`src/rtl/ivt_pkg.sv`:
```
package ivt_pkg;
  // word offsets decoded by the register block
  localparam int OFS_STATUS  = 0;
  localparam int OFS_CTRL    = 1;
  localparam int OFS_PERIOD0 = 2;
  localparam int OFS_SNAP0   = 4;
  // field positions
  localparam int BIT_TO      = 0;
  localparam int BIT_RUN     = 1;
  localparam int BIT_IEN     = 0;
  localparam int BIT_CONT    = 1;
  localparam int BIT_START   = 2;
  localparam int BIT_STOP    = 3;

  typedef struct packed {
    logic cont;
    logic ien;
  } ivt_cfg_t;
endpackage

```
`src/rtl/ivt_core.sv`:
```
module ivt_core #(
  parameter int unsigned CNT_W = 32
) (
  input  logic             clk,
  input  logic             rst_n,
  input  logic             cfg_cont,
  input  logic [CNT_W-1:0] period_q,
  input  logic [CNT_W-1:0] period_nx,
  input  logic             per_wr,
  input  logic             start_req,
  input  logic             stop_req,
  input  logic             status_clr,
  output logic [CNT_W-1:0] cnt_q,
  output logic             run_q,
  output logic             to_q,
  output logic             expire
);
  logic [CNT_W-1:0] cnt_d;
  logic             run_d;
  logic             to_d;

  assign expire = run_q && (cnt_q == '0);

  always_comb begin
    // expiry and counting act first, bus writes then apply on top
    cnt_d = cnt_q;
    run_d = run_q;
    if (run_q) begin
      if (expire) begin
        cnt_d = period_q;
        if (!cfg_cont) run_d = 1'b0;
      end else begin
        cnt_d = cnt_q - 1'b1;
      end
    end
    if (start_req && !run_d) run_d = 1'b1;
    if (stop_req && run_d)   run_d = 1'b0;
    if (per_wr) begin
      run_d = 1'b0;
      cnt_d = period_nx;
    end
  end

  always_comb begin
    to_d = to_q;
    if (expire)          to_d = 1'b1;
    else if (status_clr) to_d = 1'b0;
  end

  always_ff @(posedge clk) begin
    if (!rst_n) begin
      cnt_q <= '1;
      run_q <= 1'b0;
      to_q  <= 1'b0;
    end else begin
      cnt_q <= cnt_d;
      run_q <= run_d;
      to_q  <= to_d;
    end
  end
endmodule

```
`src/rtl/ivt_regs.sv`:
```
module ivt_regs
  import ivt_pkg::*;
#(
  parameter int unsigned DATA_W = 16,
  parameter int unsigned CNT_W  = 32,
  parameter int unsigned ADDR_W = 3
) (
  input  logic              clk,
  input  logic              rst_n,
  input  logic              wr_en,
  input  logic              rd_en,
  input  logic [ADDR_W-1:0] addr,
  input  logic [DATA_W-1:0] wdata,
  input  logic              run_q,
  input  logic              to_q,
  input  logic [CNT_W-1:0]  cnt_q,
  output ivt_cfg_t          cfg_q,
  output logic [CNT_W-1:0]  period_q,
  output logic [CNT_W-1:0]  period_nx,
  output logic [CNT_W-1:0]  snap_q,
  output logic              per_wr,
  output logic              rd_valid,
  output logic [DATA_W-1:0] rdata
);
  localparam int NHALF = CNT_W / DATA_W;

  logic [NHALF-1:0]  per_hit;
  logic              snap_wr;
  logic              ctrl_wr;
  logic [DATA_W-1:0] rd_word;

  assign ctrl_wr = wr_en && (addr == ADDR_W'(OFS_CTRL));
  assign snap_wr = wr_en && (int'(addr) >= OFS_SNAP0) && (int'(addr) < OFS_SNAP0 + NHALF);
  assign per_wr  = |per_hit;

  always_ff @(posedge clk) begin
    if (!rst_n)       cfg_q <= '0;
    else if (ctrl_wr) cfg_q <= '{cont: wdata[BIT_CONT], ien: wdata[BIT_IEN]};
  end

  for (genvar h = 0; h < NHALF; h++) begin : g_half
    logic [DATA_W-1:0] per_r;
    logic [DATA_W-1:0] snap_r;

    assign per_hit[h] = wr_en && (addr == ADDR_W'(OFS_PERIOD0 + h));

    always_ff @(posedge clk) begin
      if (!rst_n) begin
        per_r  <= '0;
        snap_r <= '0;
      end else begin
        if (per_hit[h]) per_r  <= wdata;
        if (snap_wr)    snap_r <= cnt_q[h*DATA_W +: DATA_W];
      end
    end

    assign period_q[h*DATA_W +: DATA_W]  = per_r;
    assign period_nx[h*DATA_W +: DATA_W] = per_hit[h] ? wdata : per_r;
    assign snap_q[h*DATA_W +: DATA_W]    = snap_r;
  end

  always_comb begin
    rd_word = '0;
    if (addr == ADDR_W'(OFS_STATUS)) begin
      rd_word[BIT_TO]  = to_q;
      rd_word[BIT_RUN] = run_q;
    end
    if (addr == ADDR_W'(OFS_CTRL)) begin
      rd_word[BIT_IEN]  = cfg_q.ien;
      rd_word[BIT_CONT] = cfg_q.cont;
    end
    for (int h = 0; h < NHALF; h++) begin
      if (addr == ADDR_W'(OFS_PERIOD0 + h)) rd_word = period_q[h*DATA_W +: DATA_W];
      if (addr == ADDR_W'(OFS_SNAP0 + h))   rd_word = snap_q[h*DATA_W +: DATA_W];
    end
  end

  always_ff @(posedge clk) begin
    if (!rst_n) begin
      rd_valid <= 1'b0;
      rdata    <= '0;
    end else begin
      rd_valid <= rd_en;
      rdata    <= rd_en ? rd_word : '0;
    end
  end
endmodule

```
`src/rtl/ivt_timer_top.sv`:
```
module ivt_timer_top
  import ivt_pkg::*;
#(
  parameter int unsigned DATA_W = 16,
  parameter int unsigned CNT_W  = 32,
  parameter int unsigned ADDR_W = 3
) (
  input  logic              clk,
  input  logic              rst_n,
  input  logic              wr_en,
  input  logic              rd_en,
  input  logic [ADDR_W-1:0] addr,
  input  logic [DATA_W-1:0] wdata,
  output logic              rd_valid,
  output logic [DATA_W-1:0] rdata,
  output logic              irq_o
);
  ivt_cfg_t         cfg_q;
  logic [CNT_W-1:0] period_q;
  logic [CNT_W-1:0] period_nx;
  logic [CNT_W-1:0] snap_q;
  logic [CNT_W-1:0] cnt_q;
  logic             per_wr;
  logic             run_q;
  logic             to_q;
  logic             expire;
  logic             status_clr;
  logic             start_req;
  logic             stop_req;

  assign status_clr = wr_en && (addr == ADDR_W'(OFS_STATUS));
  assign start_req  = wr_en && (addr == ADDR_W'(OFS_CTRL)) && wdata[BIT_START];
  assign stop_req   = wr_en && (addr == ADDR_W'(OFS_CTRL)) && wdata[BIT_STOP];

  ivt_regs #(.DATA_W(DATA_W), .CNT_W(CNT_W), .ADDR_W(ADDR_W)) regs_i (
    .clk(clk), .rst_n(rst_n), .wr_en(wr_en), .rd_en(rd_en), .addr(addr),
    .wdata(wdata), .run_q(run_q), .to_q(to_q), .cnt_q(cnt_q), .cfg_q(cfg_q),
    .period_q(period_q), .period_nx(period_nx), .snap_q(snap_q),
    .per_wr(per_wr), .rd_valid(rd_valid), .rdata(rdata)
  );

  ivt_core #(.CNT_W(CNT_W)) core_i (
    .clk(clk), .rst_n(rst_n), .cfg_cont(cfg_q.cont), .period_q(period_q),
    .period_nx(period_nx), .per_wr(per_wr), .start_req(start_req),
    .stop_req(stop_req), .status_clr(status_clr), .cnt_q(cnt_q),
    .run_q(run_q), .to_q(to_q), .expire(expire)
  );

  assign irq_o = to_q & cfg_q.ien;
endmodule

```
`config.mk`:
```
export PLATFORM = sky130hd
export DESIGN_NAME = ivt_timer_top
export DESIGN_NICKNAME = d
export VERILOG_FILES = /design/src/rtl/ivt_pkg.sv /design/src/rtl/ivt_core.sv /design/src/rtl/ivt_regs.sv /design/src/rtl/ivt_timer_top.sv
export SDC_FILE = /design/constraint.sdc
export NUM_CORES = 1
export LEC_CHECK = 0
export BUFFER_PORTS_ARGS = -buffer_cell sky130_fd_sc_hd__buf_2
export CORE_MARGIN = 2
export CORE_UTILIZATION = 55
export CTS_CLUSTER_SIZE = 10
export DETAILED_ROUTE_END_ITERATION = 7
export PLACE_DENSITY_LB_ADDON = 0.05
export SLEW_MARGIN = 20
export SYNTH_ARGS = -nofsm -noshare
export SYNTH_HDL_FRONTEND = slang
export SYNTH_HIERARCHICAL = 1
export SYNTH_SLANG_ARGS = --single-unit
```
`constraint.sdc`:
```
create_clock -name clk -period 2.62 [get_ports clk]
set_clock_uncertainty 0.1 [all_clocks]
set_input_delay 0.524 -clock clk [delete_from_list [all_inputs] [get_ports clk]]
set_output_delay 0.524 -clock clk [all_outputs]
set_load 0.1 [all_outputs]
```
==> results of run 1 <==
[final cells by class]
| cell class | instances | area [µm²] | share of cell area, % |
|---|---|---|---|
| sequential | 117 | 2342 | 32.76 |
| clock buffer | 22 | 452.9 | 6.335 |
| inverter | 14 | 52.55 | 0.7350 |
| tap | 140 | 175.2 | 2.450 |
| multi-input combinational | 497 | 3475 | 48.60 |
| clock inverter | 9 | 103.9 | 1.453 |
| timing repair buffer | 83 | 548.0 | 7.665 |
[layout by cell type (no fill, tap or decap), types with 19 or more instances in the layout]
master / instances
a21boi_0: 19
a21oi_1: 24
and2_1: 33
buf_2: 40
buf_4: 41
dfxtp_1: 117
mux2_4: 20
mux2i_1: 23
nand2_1: 81
nor2_1: 29
nor3b_1: 25
[worst paths after layout]
kind / start / to / cells after the start
max: core_i/cnt_q[0] / core_i/cnt_q[13] / 6
min: rd_en / regs_i/rdata[0] / 3
max reg2reg: core_i/cnt_q[0] / core_i/cnt_q[13] / 6
min reg2reg: regs_i/g_half[1].snap_r[12] / regs_i/g_half[1].snap_r[12] / 2
[report_power, final]
| part | switching [W] | total (W) | internal (W) |
|---|---|---|---|
| clock network | 0.000798 | 0.00219 | 0.00139 |
| logic | 0.000299 | 0.000502 | 0.000203 |
| registers | 0.0000594 | 0.00192 | 0.00186 |
[sequential cells by signal (all words and copies together) (netlist names)]
register / count
core_i/run_q: 1
core_i/to_q: 1
regs_i/cfg_q: 2
regs_i/rdata: 16
regs_i/rd_valid: 1
regs_i/g_half.per_r: 32
core_i/cnt_q: 32
regs_i/g_half.snap_r: 32
[worst register-to-register path, cell delays in order (launching register included)]
cell and delay [ns]:
dfxtp_1 0.31, buf_4 0.15, or4_1 0.60, or4_4 0.59
o41a_1 0.36, nor3_1 0.20, o211ai_1 0.13
[stage by stage]
step | hold slack [ns] | cell area, µm²
5_1_grt | 0.2049 | 7149
2_1_floorplan | 0.3294 | 6181
3_5_place_dp | 0.3471 | 6573
3_3_place_gp | 0.3416 | 6573
4_1_cts | 0.1983 | 7129
6_report | 0.2311 | 7149
[layer usage]
metal	part of all wire [%]	wire (µm)	vias to the layer above	GRT usage, %
li1	-	-	2573	-
met1	47	8217	2591	43.73
met2	43	7586	235	43.30
met3	7.8	1369	29	6.761
met4	1.8	321	0	10.04
met5	0	0	-	0
==> metrics.yaml, run 1 <==
crit_type: "reg2reg"
via_count: 5428
die_w_um: 110.0
power_w: 0.004607
synth_fp_nets: 711
ir_worst_vdd_uv: 504.9
start_util_pct: 56.77
wl_per_cell_um: 19.84
max-slew-margin-rel_pct: 56.04
firstDrtPassIters: 5
rsz0062_at_grt: "true"
grt_pass1_vias: 4850
fmax_ghz: 0.3873
area_growth_pct: 15.67
cts_buffer_depth: 2
start_kind: "flip-flop"
die_area_um2: 12100
clkSinkCount: 117
hold_viol_final: 0
htreeDepth: 4
drt_drc_violations_left: 0
end_kind: "flip-flop"
initialDrtViolationCount: 526
routabilityCongestion: 0.8971
tightest_slew_ns: 0.6594
via_per_inst: 6.154
io_pins: 41
grt_pass1_wl_um: 27040
hold_path.class: "in2reg"
drive_above_1_share_pct: 22.37
final_nets: 754
n_fill_cell: 966
ant_nets: 0
placed_cells: 851
cp_num_buf_inv: 1
slowest_delay_ns: 0.60
syn_area_um2: 6181
cp.required_ns: 2.90
synth_warnings: 6
cts_resized: 0
rows: 38
diodes: 0
dpl.hpwl_um: 11970
clkLatencyLatePin_ns: 0.53
finalWorstSetupSlack_ns: 0.03786
fin_cells: 882
cts-root-buf: "clkbuf_8"
drv_slew: 0
antenna_found_initial: 0
crit_slowest_cell: "or4_1"
tns_ns: 0
avgSynthCellArea_um2: 8.997
cts_setup_buffers: 0
finalCritPeriodShare_pct: 98.56
power_leakage_nw: 2.915
die_y_um: 110.0
clk_pin_slew_worst_paths_ns: 0.05
path_max_fanout: 19
setup_violations: 0
r2r_slack_ns: 0.04
drt_wl_total_um: 17500
cellPowerDensity_nw_per_um2: 644.4
status: "finished, final reports clean"
synthCells: 687
finalCriticalPeriod_ns: 2.582
grt_max_degree: 94
grt-ovfl-total: 0
fin_util_pct: 65.66
numCtsBuffers: 17
io_buffer_count: 40
worstPathArrival_ns: 2.86
dp_slack_ns: 0.05652
cp_cell_sequence: "buf_4, or4_1, or4_4, o41a_1, nor3_1, o211ai_1"
cts_tree: "done"
holdBufCountCts: 0
core_area_um2: 10890
grt.total_usage_pct: 29.93
path_delay_family: "simple AND/OR/NAND/NOR gates"
max_cap_violations: 0
Note: power is estimated with default switching activity, not from simulation.
==> run 2: changes to the inputs <==
Settings changed: CORE_UTILIZATION 55 to 60.
Clock period 2.62 ns to 2.4 ns, I/O delays scaled along.
==> run 2 against run 1 <==
  * Global-route usage increased by 2.8 points
  * Flip-flop and latch count unchanged
  * Combinational power increased by 17%
  * Sequential share of layout area decreased by 1.6 points
  * Core utilization increased by 8.6 points
==> metrics.yaml, run 2 (same netlist as run 1, synthesis figures left out) <==
clk_pin_slew_worst_paths_ns: 0.06  # about the same
wl_per_cell_um: 19.71  # -0.62%
die_area_um2: 11130  # -8.0%
holdBufCountCts: 0  # unchanged
finalCritPeriodShare_pct: 96.71  # -1.8 points
fin_cells: 911  # +3.3%
setup_violations: 0  # unchanged
final_nets: 786  # +4.2%
die_w_um: 105.5  # -4.1%
area_growth_pct: 21.84
ant_nets: 0  # unchanged
largest_registers: "core_i/cnt_q (32), regs_i/g_half.per_r (32), regs_i/g_half.snap_r (32)"
crit_type: "reg2reg"
ir_worst_vdd_uv: 428.6  # -15%
drt_drc_violations_left: 0  # unchanged
antenna_found_initial: 0  # unchanged
rows: 37  # -2.6%
crit_start: "core_i/cnt_q[10]"
max_cap_violations: 0  # unchanged
grt_pass1_wl_um: 28090  # +3.9%
io_buffer_count: 40  # unchanged
regToRegStartpoint: "core_i/cnt_q[10]"
core_area_um2: 10140  # -6.9%
cellPowerDensity_nw_per_um2: 723.1  # +12%
grt-ovfl-total: 0  # unchanged
htreeDepth: 4  # unchanged
clkLatencyLatePin_ns: 0.53  # about the same
dpl.hpwl_um: 12250  # +2.3%
final_cell_mix: "115 x dfxtp_1, 81 x nand2_1, 73 x buf_4, 40 x buf_2, 33 x and2_1"
diodes: 0  # unchanged
grt_max_degree: 53  # -44%
path_max_fanout: 7  # -12
drv_slew: 0  # unchanged
drt_wl_total_um: 17960  # +2.7%
clkSinkCount: 117  # unchanged
worstPathArrival_ns: 2.62  # -0.24 ns
placed_cells: 875  # +2.8%
drive_above_1_share_pct: 27.61  # +5.2 points
firstDrtPassIters: 6  # +1
via_count: 5697  # +5.0%
final_common_cell: "dfxtp_1"
routabilityCongestion: 0.9179  # +2.3%
tns_ns: 0  # unchanged
end_kind: "flip-flop"
cts_tree: "done"
grt_pass1_vias: 5351  # +10%
numCtsBuffers: 17  # unchanged
max-slew-margin-rel_pct: 59.30  # +3.3 points
start_util_pct: 60.97  # +4.2 points
io_pins: 41  # unchanged
status: "finished, final reports clean"
hold_path.class: "in2reg"
start_kind: "flip-flop"
hold_start: "rd_en"
tightest_slew_ns: 0.6105  # -0.04886 ns
via_per_inst: 6.254  # +1.6%
cp.required_ns: 2.70  # -0.20 ns
fmax_ghz: 0.4308  # +11%
rsz0062_at_grt: "true"
cts-root-buf: "clkbuf_8"
finalCriticalPeriod_ns: 2.321  # -0.2611 ns
grt.total_usage_pct: 32.77  # +2.8 points
cts_buffer_depth: 2  # unchanged
power_w: 0.005446  # +18%
hold_viol_final: 0  # unchanged
die_y_um: 105.5  # -4.1%
power_leakage_nw: 3.108  # +6.6%
initialDrtViolationCount: 613  # +17%
## run 2: cell count changes in the layout (fill, tap and decap cells not counted), moves of 2 or more
cell	before	now
nor3_1	18	16
inv_6	0	2
nor4_2	3	6
clkbuf_1	3	1
inv_2	0	2
dfxtp_1	117	115
bufinv_16	2	5
buf_4	41	73
nor3_2	1	3
or4_4	1	3
nor4_1	9	6
dfxtp_2	0	2
inv_1	13	11
## run 2: power by group
part / total (W) / switching (W) / internal [W]
registers: 0.00208 / 0.0000573 / 0.00203
clock network: 0.00277 / 0.000926 / 0.00185
logic: 0.000587 / 0.000344 / 0.000243
## run 2: area by class of cell
class | instances | area [µm²]
multi-input combinational | 497 | 3531
clock buffer | 20 | 445.4
clock inverter | 12 | 198.9
timing repair buffer | 115 | 788.3
inverter | 14 | 52.55
sequential | 117 | 2345
fill | 752 | 2608
tap | 136 | 170.2
## run 2: what timing repair did
item	CTS	global route
resized for setup	12	8
pin swaps	5	3
setup buffers	2	2
endpoints found under the setup margin	7	29
## run 2: critical path: stages, from the launching register on
cell	delay, ns
dfxtp_1	0.31
or4_1	0.59
or4b_4	0.63
o31a_1	0.27
nor3_1	0.18
o211ai_1	0.11
## run 2: path summary, 6_finish.rpt
check,end,slack [ns],cells after the start
worst max register to register,core_i/cnt_q[29],0.08,5
worst min register to register,regs_i/g_half[0].snap_r[13],0.35,2
worst min-delay path,regs_i/rdata[0],0.20,3
worst max-delay path,core_i/cnt_q[29],0.08,5
## run 2: metal layers
metal	track usage, %	share of wire [%]	vias to the layer above
li1	-	-	2641
met1	45.08	44	2728
met2	50.78	46	280
met3	5.999	7.7	48
met4	13.44	2.9	0
met5	0	0	-
## run 2: through the flow
stage          hold slack [ns]  instance area, µm²  worst slack, ns  util [%]
2_1_floorplan           0.3294                6182         0.006705         -
3_3_place_gp            0.3420                6778         -0.04418     66.85
3_5_place_dp            0.3469                6778         -0.08825     66.85
4_1_cts                 0.1779                7475        -0.006068     73.73
5_1_grt                 0.2069                7531         -0.01105     74.28
6_report                0.1982                7531          0.07897     74.28
